`src/rtl/ptg_pkg.sv`:
```
package ptg_pkg;
   parameter int unsigned PTG_TIME_W  = 64;
   parameter int unsigned PTG_IVAL_W  = 32;
   parameter int unsigned PTG_PRSC_W  = 16;
   parameter int unsigned PTG_PER_W   = 10;
   parameter int unsigned PTG_NUM_GEN = 2;

   typedef enum logic {
      ARM_IDLE = 1'b0,
      ARM_RUN  = 1'b1
   } arm_state_e;
endpackage

```
`src/rtl/ptg_arm.sv`:
```
module ptg_arm
   import ptg_pkg::*;
#(
   parameter int unsigned TIME_W    = PTG_TIME_W,
   parameter bit          MATCH_PIPE = 1'b1
) (
   input  logic              clk,
   input  logic              rst_n,
   input  logic              en_i,
   input  logic [TIME_W-1:0] time_i,
   input  logic [TIME_W-1:0] alarm_i,
   output logic              run_o
);
   arm_state_e state_q;
   logic       hit;
   logic       eq_now;

   assign eq_now = (time_i == alarm_i);

   // Either compare the wide values directly or cut the compare path with a register.
   generate
      if (MATCH_PIPE) begin : g_pipe
         logic eq_q;
         always_ff @(posedge clk) begin
            if (!rst_n) eq_q <= 1'b0;
            else        eq_q <= eq_now;
         end
         assign hit = eq_q;
      end else begin : g_direct
         assign hit = eq_now;
      end
   endgenerate

   always_ff @(posedge clk) begin
      if (!rst_n)                               state_q <= ARM_IDLE;
      else if (!en_i)                           state_q <= ARM_IDLE;
      else if (state_q == ARM_IDLE && hit)      state_q <= ARM_RUN;
   end

   assign run_o = (state_q == ARM_RUN);

   // dropping the enable stops the generator on the next edge
   p_stop_on_disable_r9: assert property (@(posedge clk) disable iff (!rst_n)
      !en_i |=> !run_o);

   // a start never happens without the enable
   p_start_needs_en_r2: assert property (@(posedge clk) disable iff (!rst_n)
      $rose(run_o) |-> $past(en_i));
endmodule

```
`src/rtl/ptg_prescale.sv`:
```
module ptg_prescale
   import ptg_pkg::*;
#(
   parameter int unsigned PRSC_W = PTG_PRSC_W
) (
   input  logic              clk,
   input  logic              rst_n,
   input  logic              run_i,
   input  logic              tick_i,
   input  logic [PRSC_W-1:0] prescale_i,
   output logic              wrap_o
);
   logic [PRSC_W-1:0] cnt_q;
   logic [PRSC_W-1:0] last;

   // A factor of zero divides by one.
   assign last   = (prescale_i == '0) ? '0 : prescale_i - PRSC_W'(1);
   assign wrap_o = run_i && tick_i && (cnt_q >= last);

   always_ff @(posedge clk) begin
      if (!rst_n)         cnt_q <= '0;
      else if (!run_i)    cnt_q <= '0;
      else if (tick_i) begin
         if (wrap_o)      cnt_q <= '0;
         else             cnt_q <= cnt_q + PRSC_W'(1);
      end
   end
endmodule

```
`src/rtl/ptg_interval.sv`:
```
module ptg_interval
   import ptg_pkg::*;
#(
   parameter int unsigned IVAL_W = PTG_IVAL_W,
   parameter int unsigned PER_W  = PTG_PER_W
) (
   input  logic              clk,
   input  logic              rst_n,
   input  logic              run_i,
   input  logic              tick_i,
   input  logic              wrap_i,
   input  logic [IVAL_W-1:0] ival_i,
   input  logic [PER_W-1:0]  tick_ns_i,
   output logic              pulse_o,
   output logic              evt_o
);
   logic [IVAL_W-1:0] remain_q;
   logic [IVAL_W-1:0] step;
   logic              expire;

   assign step   = IVAL_W'(tick_ns_i);
   assign expire = run_i && tick_i && (remain_q < step);

   always_ff @(posedge clk) begin
      if (!rst_n) begin
         remain_q <= '0;
         pulse_o  <= 1'b0;
         evt_o    <= 1'b0;
      end else if (!run_i) begin
         remain_q <= ival_i;
         pulse_o  <= 1'b0;
         evt_o    <= 1'b0;
      end else begin
         evt_o <= expire;
         if (tick_i) begin
            if (expire) begin
               remain_q <= ival_i;
               pulse_o  <= 1'b1;
            end else begin
               remain_q <= remain_q - step;
               if (wrap_i) pulse_o <= 1'b0;
            end
         end
      end
   end

   // an event strobe only appears with its pulse line high
   p_evt_with_pulse_r7: assert property (@(posedge clk) disable iff (!rst_n)
      evt_o |-> pulse_o);

   // the pulse line holds across edges that carry no tick
   p_hold_between_ticks_r10: assert property (@(posedge clk) disable iff (!rst_n)
      (run_i && $past(run_i) && !$past(tick_i)) |-> $stable(pulse_o));

   // an idle unit clears its outputs
   p_idle_quiet_r9: assert property (@(posedge clk) disable iff (!rst_n)
      !run_i |=> (!pulse_o && !evt_o));
endmodule

```
`src/rtl/pulse_train_gen.sv`:
```
module pulse_train_gen
   import ptg_pkg::*;
#(
   parameter int unsigned NUM_GEN    = PTG_NUM_GEN,
   parameter int unsigned TIME_W     = PTG_TIME_W,
   parameter int unsigned IVAL_W     = PTG_IVAL_W,
   parameter int unsigned PRSC_W     = PTG_PRSC_W,
   parameter int unsigned PER_W      = PTG_PER_W,
   parameter bit          MATCH_PIPE = 1'b1
) (
   input  logic                      clk,
   input  logic                      rst_n,
   input  logic                      tick_i,
   input  logic                      start_en_i,
   input  logic [TIME_W-1:0]         time_i,
   input  logic [TIME_W-1:0]         alarm_i,
   input  logic [PER_W-1:0]          tick_ns_i,
   input  logic [PRSC_W-1:0]         prescale_i,
   input  logic [NUM_GEN*IVAL_W-1:0] interval_i,
   output logic [NUM_GEN-1:0]        pulse_o,
   output logic [NUM_GEN-1:0]        event_o
);
   localparam int unsigned IVAL_BITS = NUM_GEN * IVAL_W;

   generate
      if (NUM_GEN < 1 || NUM_GEN > 16) begin : g_bad_num
         $error("pulse_train_gen: NUM_GEN out of range");
      end
      if (PER_W > IVAL_W) begin : g_bad_per
         $error("pulse_train_gen: tick period wider than interval");
      end
      if (PRSC_W < 1 || TIME_W < 1) begin : g_bad_w
         $error("pulse_train_gen: zero width");
      end
   endgenerate

   logic running;
   logic wrap;

   ptg_arm #(
      .TIME_W     (TIME_W),
      .MATCH_PIPE (MATCH_PIPE)
   ) u_arm (
      .clk     (clk),
      .rst_n   (rst_n),
      .en_i    (start_en_i),
      .time_i  (time_i),
      .alarm_i (alarm_i),
      .run_o   (running)
   );

   ptg_prescale #(
      .PRSC_W (PRSC_W)
   ) u_prsc (
      .clk        (clk),
      .rst_n      (rst_n),
      .run_i      (running),
      .tick_i     (tick_i),
      .prescale_i (prescale_i),
      .wrap_o     (wrap)
   );

   for (genvar g = 0; g < NUM_GEN; g++) begin : g_unit
      ptg_interval #(
         .IVAL_W (IVAL_W),
         .PER_W  (PER_W)
      ) u_ival (
         .clk       (clk),
         .rst_n     (rst_n),
         .run_i     (running),
         .tick_i    (tick_i),
         .wrap_i    (wrap),
         .ival_i    (interval_i[g*IVAL_W +: IVAL_W]),
         .tick_ns_i (tick_ns_i),
         .pulse_o   (pulse_o[g]),
         .evt_o     (event_o[g])
      );
   end

   // nothing pulses before the first start
   p_reset_quiet_r1: assert property (@(posedge clk) disable iff (!rst_n)
      !running |=> (event_o == '0));

   initial begin
      if (IVAL_BITS != NUM_GEN * IVAL_W) $error("pulse_train_gen: width mismatch");
   end
endmodule

```
`config.mk`:
```
export PLATFORM = sky130hd
export DESIGN_NAME = pulse_train_gen
export DESIGN_NICKNAME = d
export VERILOG_FILES = /design/src/rtl/ptg_pkg.sv /design/src/rtl/ptg_arm.sv /design/src/rtl/ptg_prescale.sv /design/src/rtl/ptg_interval.sv /design/src/rtl/pulse_train_gen.sv
export SDC_FILE = /design/constraint.sdc
export NUM_CORES = 1
export LEC_CHECK = 0
export ABC_AREA = 1
export BUFFER_PORTS_ARGS = -buffer_cell sky130_fd_sc_hd__buf_2
export CAP_MARGIN = 5
export CORE_MARGIN = 2
export CORE_UTILIZATION = 55
export CTS_CLUSTER_DIAMETER = 80
export DETAILED_ROUTE_END_ITERATION = 16
export GPL_TIMING_DRIVEN = 0
export PLACE_DENSITY = 0.91
export SLEW_MARGIN = 25
export SYNTH_ARGS = -nofsm -noshare
export SYNTH_HDL_FRONTEND = slang
export SYNTH_SLANG_ARGS = --single-unit
```
`constraint.sdc`:
```
create_clock -name clk -period 3.1 [get_ports clk]
set_input_delay 0.465 -clock clk [delete_from_list [all_inputs] [get_ports clk]]
set_output_delay 0.465 -clock clk [all_outputs]
set_load 0.02 [all_outputs]
```
Yosys cells after proc, flatten, opt, wreduce, memory -nomap -nowiden
Index checks and enable logic that the tools add are counted.

storage, ports and cells
  register bits after elaboration = 86
  input bits = 222
  output and inout port bits = 4
  word-level logic and storage cells = 42

cells by class
  add/sub/neg operators = 4
  magnitude comparators = 3
  eq/ne operators = 2
  multiplexer cells = 11
  bitwise gates (word level) = 1
  reduce and logical (&&, ||, !) cells = 12

operators with widths
  operator                                                              count
  32-bit 2-to-1 mux                                                     6
  64-bit equality test                                                  1
  32-bit by 10-bit less-than comparator with 1-bit output               2
  32-bit by 10-bit subtractor with 32-bit output                        2
  16-bit 2-to-1 mux                                                     2
  16-bit by 1-bit adder with 16-bit output, second input constant       1
  16-bit >= comparator                                                  1
  16-bit zero test                                                      1
  16-bit by 1-bit subtractor with 16-bit output, second input constant  1
  2-bit AND reduction                                                   4
  1-bit logical AND                                                     5
  2-bit nonzero test                                                    2
  1-bit 2-to-1 mux                                                      3
  2-bit != test, second input constant                                  1
  1-bit NOT                                                             1

Longest topological paths before layout
  word-level depth = 6
  mapped depth = 21
  depth with buffers taken out = 20

Cells and area by module
Synthesis repeated with hierarchy kept, for this count alone.

second synthesis, totals
  cells, all modules = 1692
  area total of the unflattened synthesis = 9158.8 sq um

modules (own cells, without submodules)
  module                           instances  cells each  area an instance (sq um)  seq. area each (sq um)
  ptg_interval (g_unit[1].u_ival)  1          587         3150.5                    680.7
  ptg_interval (g_unit[0].u_ival)  1          586         3149.3                    680.7
  ptg_prescale                     1          252         1684.1                    320.3
  ptg_arm                          1          267         1174.9                    40.0

Least setup slack after synthesis
No wires, ideal clock.

  kind = input -> register
  start = input port prescale_i[2]
  end = register u_prsc.cnt_q[6]
  setup time = 125 ps
  data arrival time = 2756 ps
  required time = 2975 ps
  path slack = 219 ps
  cell stages on the path = 21
  path buffers = 1
  cells stage by stage = nor2_1 inv_1 nor2_1 nand2_1 nor3_1 nand3_1 nor2_1 nand2_1 xor2_1 nand2_1 ha_1 nand2_1 inv_1 nand3_1 nor3_1 nand2_1 nand3_1 nand2_1 nand2_1 buf_2 nor3_1

between the ends
  cells in the longest elaborated chain, start to end = 5
  elaborated cells between the ends (all ways) = 6
  classes of those cells = add/sub (1); order compare (1); mux (2); reduce/logical (2)

ends and longest elaborated chain
  item                                                                                      line                   RTL
  start, declared                                                                           pulse_train_gen.sv:18  input logic [PRSC_W-1:0] prescale_i,
  16-bit by 1-bit subtractor with 16-bit output / 16-bit zero test (equally long branches)  ptg_prescale.sv:17     assign last = (prescale_i == '0) ? '0 : prescale_i - PRSC_W'(1);
  16-bit 2-to-1 mux *                                                                       ptg_prescale.sv:17
  16-bit >= comparator *                                                                    ptg_prescale.sv:18     assign wrap_o = run_i && tick_i && (cnt_q >= last);
  1-bit logical AND *                                                                       ptg_prescale.sv:18
  16-bit 2-to-1 mux *                                                                       ptg_prescale.sv:24     if (wrap_o) cnt_q <= '0;
  end signal, assigned                                                                      ptg_prescale.sv:25     else cnt_q <= cnt_q + PRSC_W'(1);
  end, declared                                                                             ptg_prescale.sv:13     logic [PRSC_W-1:0] cnt_q;

Every way passes the cells marked *; elsewhere a longest branch is shown, timed or not.
A chain may end at the register's enable or synchronous reset.

Final worst setup path
  start = input port prescale_i[0]
  end = register u_prsc.cnt_q[6]

Same word-level chain as after synthesis.

==> results.json <==
{
  "mostFrequentLayoutCells": "nand2_1, inv_1, buf_2, nand3_1, nor2_1",
  "cts_hold_buf": 0,
  "p_int_uw": 2230,
  "hold_class": "in -> reg",
  "maxClockFrequency_mhz": 346,
  "irDropWorstVdd_mv": 0.276,
  "cts_buffers": 9,
  "pwr-share-comb_pct": 26.3,
  "fin_crit_sh_pct": 93.4,
  "switching_share_pct": 32.6,
  "cp_cell_sequence": "buf_2 -> inv_1 -> ha_1 -> nand2_1 -> nor3_1 -> and3_1 -> clkinv_2 -> o21ai_0 -> a21o_1 -> ha_1 -> nand2_1 -> inv_1 -> nand3_1 -> inv_1 -> a21oi_1 -> nand3_2 -> nand2_4 -> nand2_2 -> buf_6 -> nor3_1",
  "grt_pass1_vias": 9791,
  "cap_violations": 0,
  "power.density_mw_per_mm2": 325,
  "rows": 45,
  "drv_slew": 0,
  "layout_setup_ws_ns": 0.206,
  "fin_skew_ns": 0.0140,
  "dp.cells": 1871,
  "syn_to_final_growth_pct": 21.0,
  "start_util_pct": 55.8,
  "multi_input_area_mm2": 0.00549,
  "synthCells": 1458,
  "cts_root_buf": "clkbuf_16",
  "finalCriticalPeriod_ns": 2.89,
  "syn_area_mm2": 0.00842,
  "total_power_uw": 3310,
  "critPathCaptureType": "register",
  "ys_seq_elements": 86,
  "fin_tns_setup_ns": 0,
  "pre_cts_slack_ns": -0.460,
  "num_io_pins": 226,
  "grt_overflow": 0,
  "hold_viol_final": 0,
  "place_area_mm2": 0.00978,
  "synth_top_flop_cell": "dfxtp_1",
  "worst_ep_arrival_time_ns": 3.17,
  "synth_edf_count": 0,
  "synth_nets": 1721,
  "dp_hpwl_um": 24500,
  "avgSynthCellArea_um2": 5.77,
  "status": "finished, final reports clean",
  "p_sw_uw": 1080,
  "synthTopCellsByArea": "dfxtp_1, nand2_1, inv_1",
  "ys_seq_area_share_pct": 20.4,
  "fin_nets": 1958,
  "fp.dieW_um": 128,
  "fin_cells": 1889,
  "clkPwrFrac_pct": 37.8,
  "max_slew_margin_pct": 50.0,
  "wire_per_inst_um": 16.0,
  "grt_usage_pct": 36.8,
  "crit_buf_inv": 6,
  "dr_total_vias": 10300,
  "dieArea_mm2": 0.0163,
  "viasPerCell": 5.48,
  "yosysWarnings": 0,
  "clock_latency_ns": 0.36,
  "start_kind": "input port",
  "cts_buffer_depth": 2,
  "grt_start_max_net_pins": 16,
  "clkTransAtPathRegs_ns": 0.07,
  "synth_top_area_share_pct": 20.4,
  "routed_wl_um": 30200,
  "worst_path_largest_cell_delay_ns": 0.29,
  "gp_congestion": 1.02,
  "worstPathRequired_ns": 3.38,
  "synth_top_area_cell": "dfxtp_1",
  "drt-initial-drc-count": 850,
  "seqCellArea_mm2": 0.00172,
  "drc": 0,
  "h-tree-depth": 3,
  "finalSetupViolCount": 0,
  "layout_commonest_cell": "nand2_1",
  "clock-sinks": 86,
  "ys_async_sr_fraction_pct": 0,
  "cp_slowest_cell": "and3_1",
  "drt-pass1-iter-count": 9,
  "fin_area_mm2": 0.0102,
  "path_max_fanout": 10,
  "p_seq_share_pct": 36.0,
  "fillCellCount": 1462,
  "io_buffer_count": 225,
  "cp_top_family": "simple AND/OR/NAND/NOR gates",
  "cts_tree": "yes",
  "worstSetupPathType": "in -> reg",
  "core_mm2": 0.0151,
  "power.leakage_uw": 0.00571,
  "post_route_cells_drive_above_1_share_pct": 18.6,
  "ant_nets": 0,
  "grt_first_pass_wirelength_um": 47300,
  "antenna_found_initial": 1,
  "ys_types": 49,
  "tightestPinTransition_ns": 0.748,
  "die_h_um": 128,
  "cpMostUsedCell": "inv_1"
}
flip-flops by register name (all words and copies together) (netlist names):
register                cells
g_unit.u_ival.evt_o         2
g_unit.u_ival.pulse_o       2
g_unit.u_ival.remain_q     64
u_arm.g_pipe.eq_q           1
u_arm.run_o                 1
u_prsc.cnt_q               16
cell usage after synthesis, types with 17 or more instances:
library cell	instances
nand3_1	149
o21ai_0	90
xor2_1	32
clkbuf_1	17
nor3_1	24
ha_1	39
dfxtp_1	86
a21oi_1	58
nand4_1	31
nor2_1	135
nand2_1	381
inv_1	264
final cells by class:
class / instances / area share [%]
clock inverters: 6 / 0.921
flip-flops and latches: 86 / 16.9
inverters: 273 / 10.1
repair buffers: 226 / 11.1
plain buffers: 39 / 2.31
diodes: 1 / 0.0246
clock buffers: 10 / 2.35
multi-input cells: 1060 / 53.9
well taps: 188 / 2.31
through the flow:
step / hold slack [ns] / utilization, %
global placement: 0.438 / 64.8
detailed placement: 0.450 / 64.8
finish: 0.348 / 67.5
global route: 0.346 / 67.5
CTS: 0.346 / 67.1
floorplan: 0.432 / -
path summary, 6_finish.rpt:
kind	startpoint	endpoint	slack (ns)	cells after the start
max	prescale_i[0]	u_prsc.cnt_q[6]$_SDFFE_PN0P_	0.21	20
min	start_en_i	u_arm.run_o$_SDFFE_PN0P_	0.35	2
max reg2reg	g_unit[1].u_ival.remain_q[0]$_SDFFE_PN0P_	g_unit[1].u_ival.remain_q[1]$_SDFFE_PN0P_	0.34	16
min reg2reg	u_arm.g_pipe.eq_q$_SDFF_PN0_	u_arm.run_o$_SDFFE_PN0P_	0.46	1
power by group through the flow:
stage	sequential, uW	clock, uW	combinational, uW
detailed placement	1210	0	842
finish	1190	1250	870
floorplan	1200	0	531
global route	1200	1300	969
CTS	1190	1250	851
global placement	1210	0	824
cell families after synthesis:
group / Yosys count / synth area share [%]
and+or+nand+nor: 772 / 40.2
adders and majority gates: 41 / 6.27
xor gates and xnor gates: 48 / 4.99
DFF: 86 / 20.4
AOI/OAI and AO/OA: 199 / 13.2
buffers and inverters: 312 / 15.0
per-layer routing:
| layer | GRT usage [%] | up-vias | part of all wire [%] |
|---|---|---|---|
| met5 | 0 | - | 0 |
| met4 | 17.6 | 0 | 4.8 |
| met3 | 6.80 | 94 | 6.9 |
| met2 | 66.8 | 435 | 49 |
| met1 | 41.6 | 4696 | 39 |
| li1 | - | 5122 | - |
what timing repair did:
action                                  CTS  global route
endpoints found under the setup margin   10            18
pin swaps                                 0             3
gates resized for setup                   3            15
buffers inserted                          0             1
hold endpoints to repair                  0             0
Note: power is estimated with default switching activity, not from simulation.
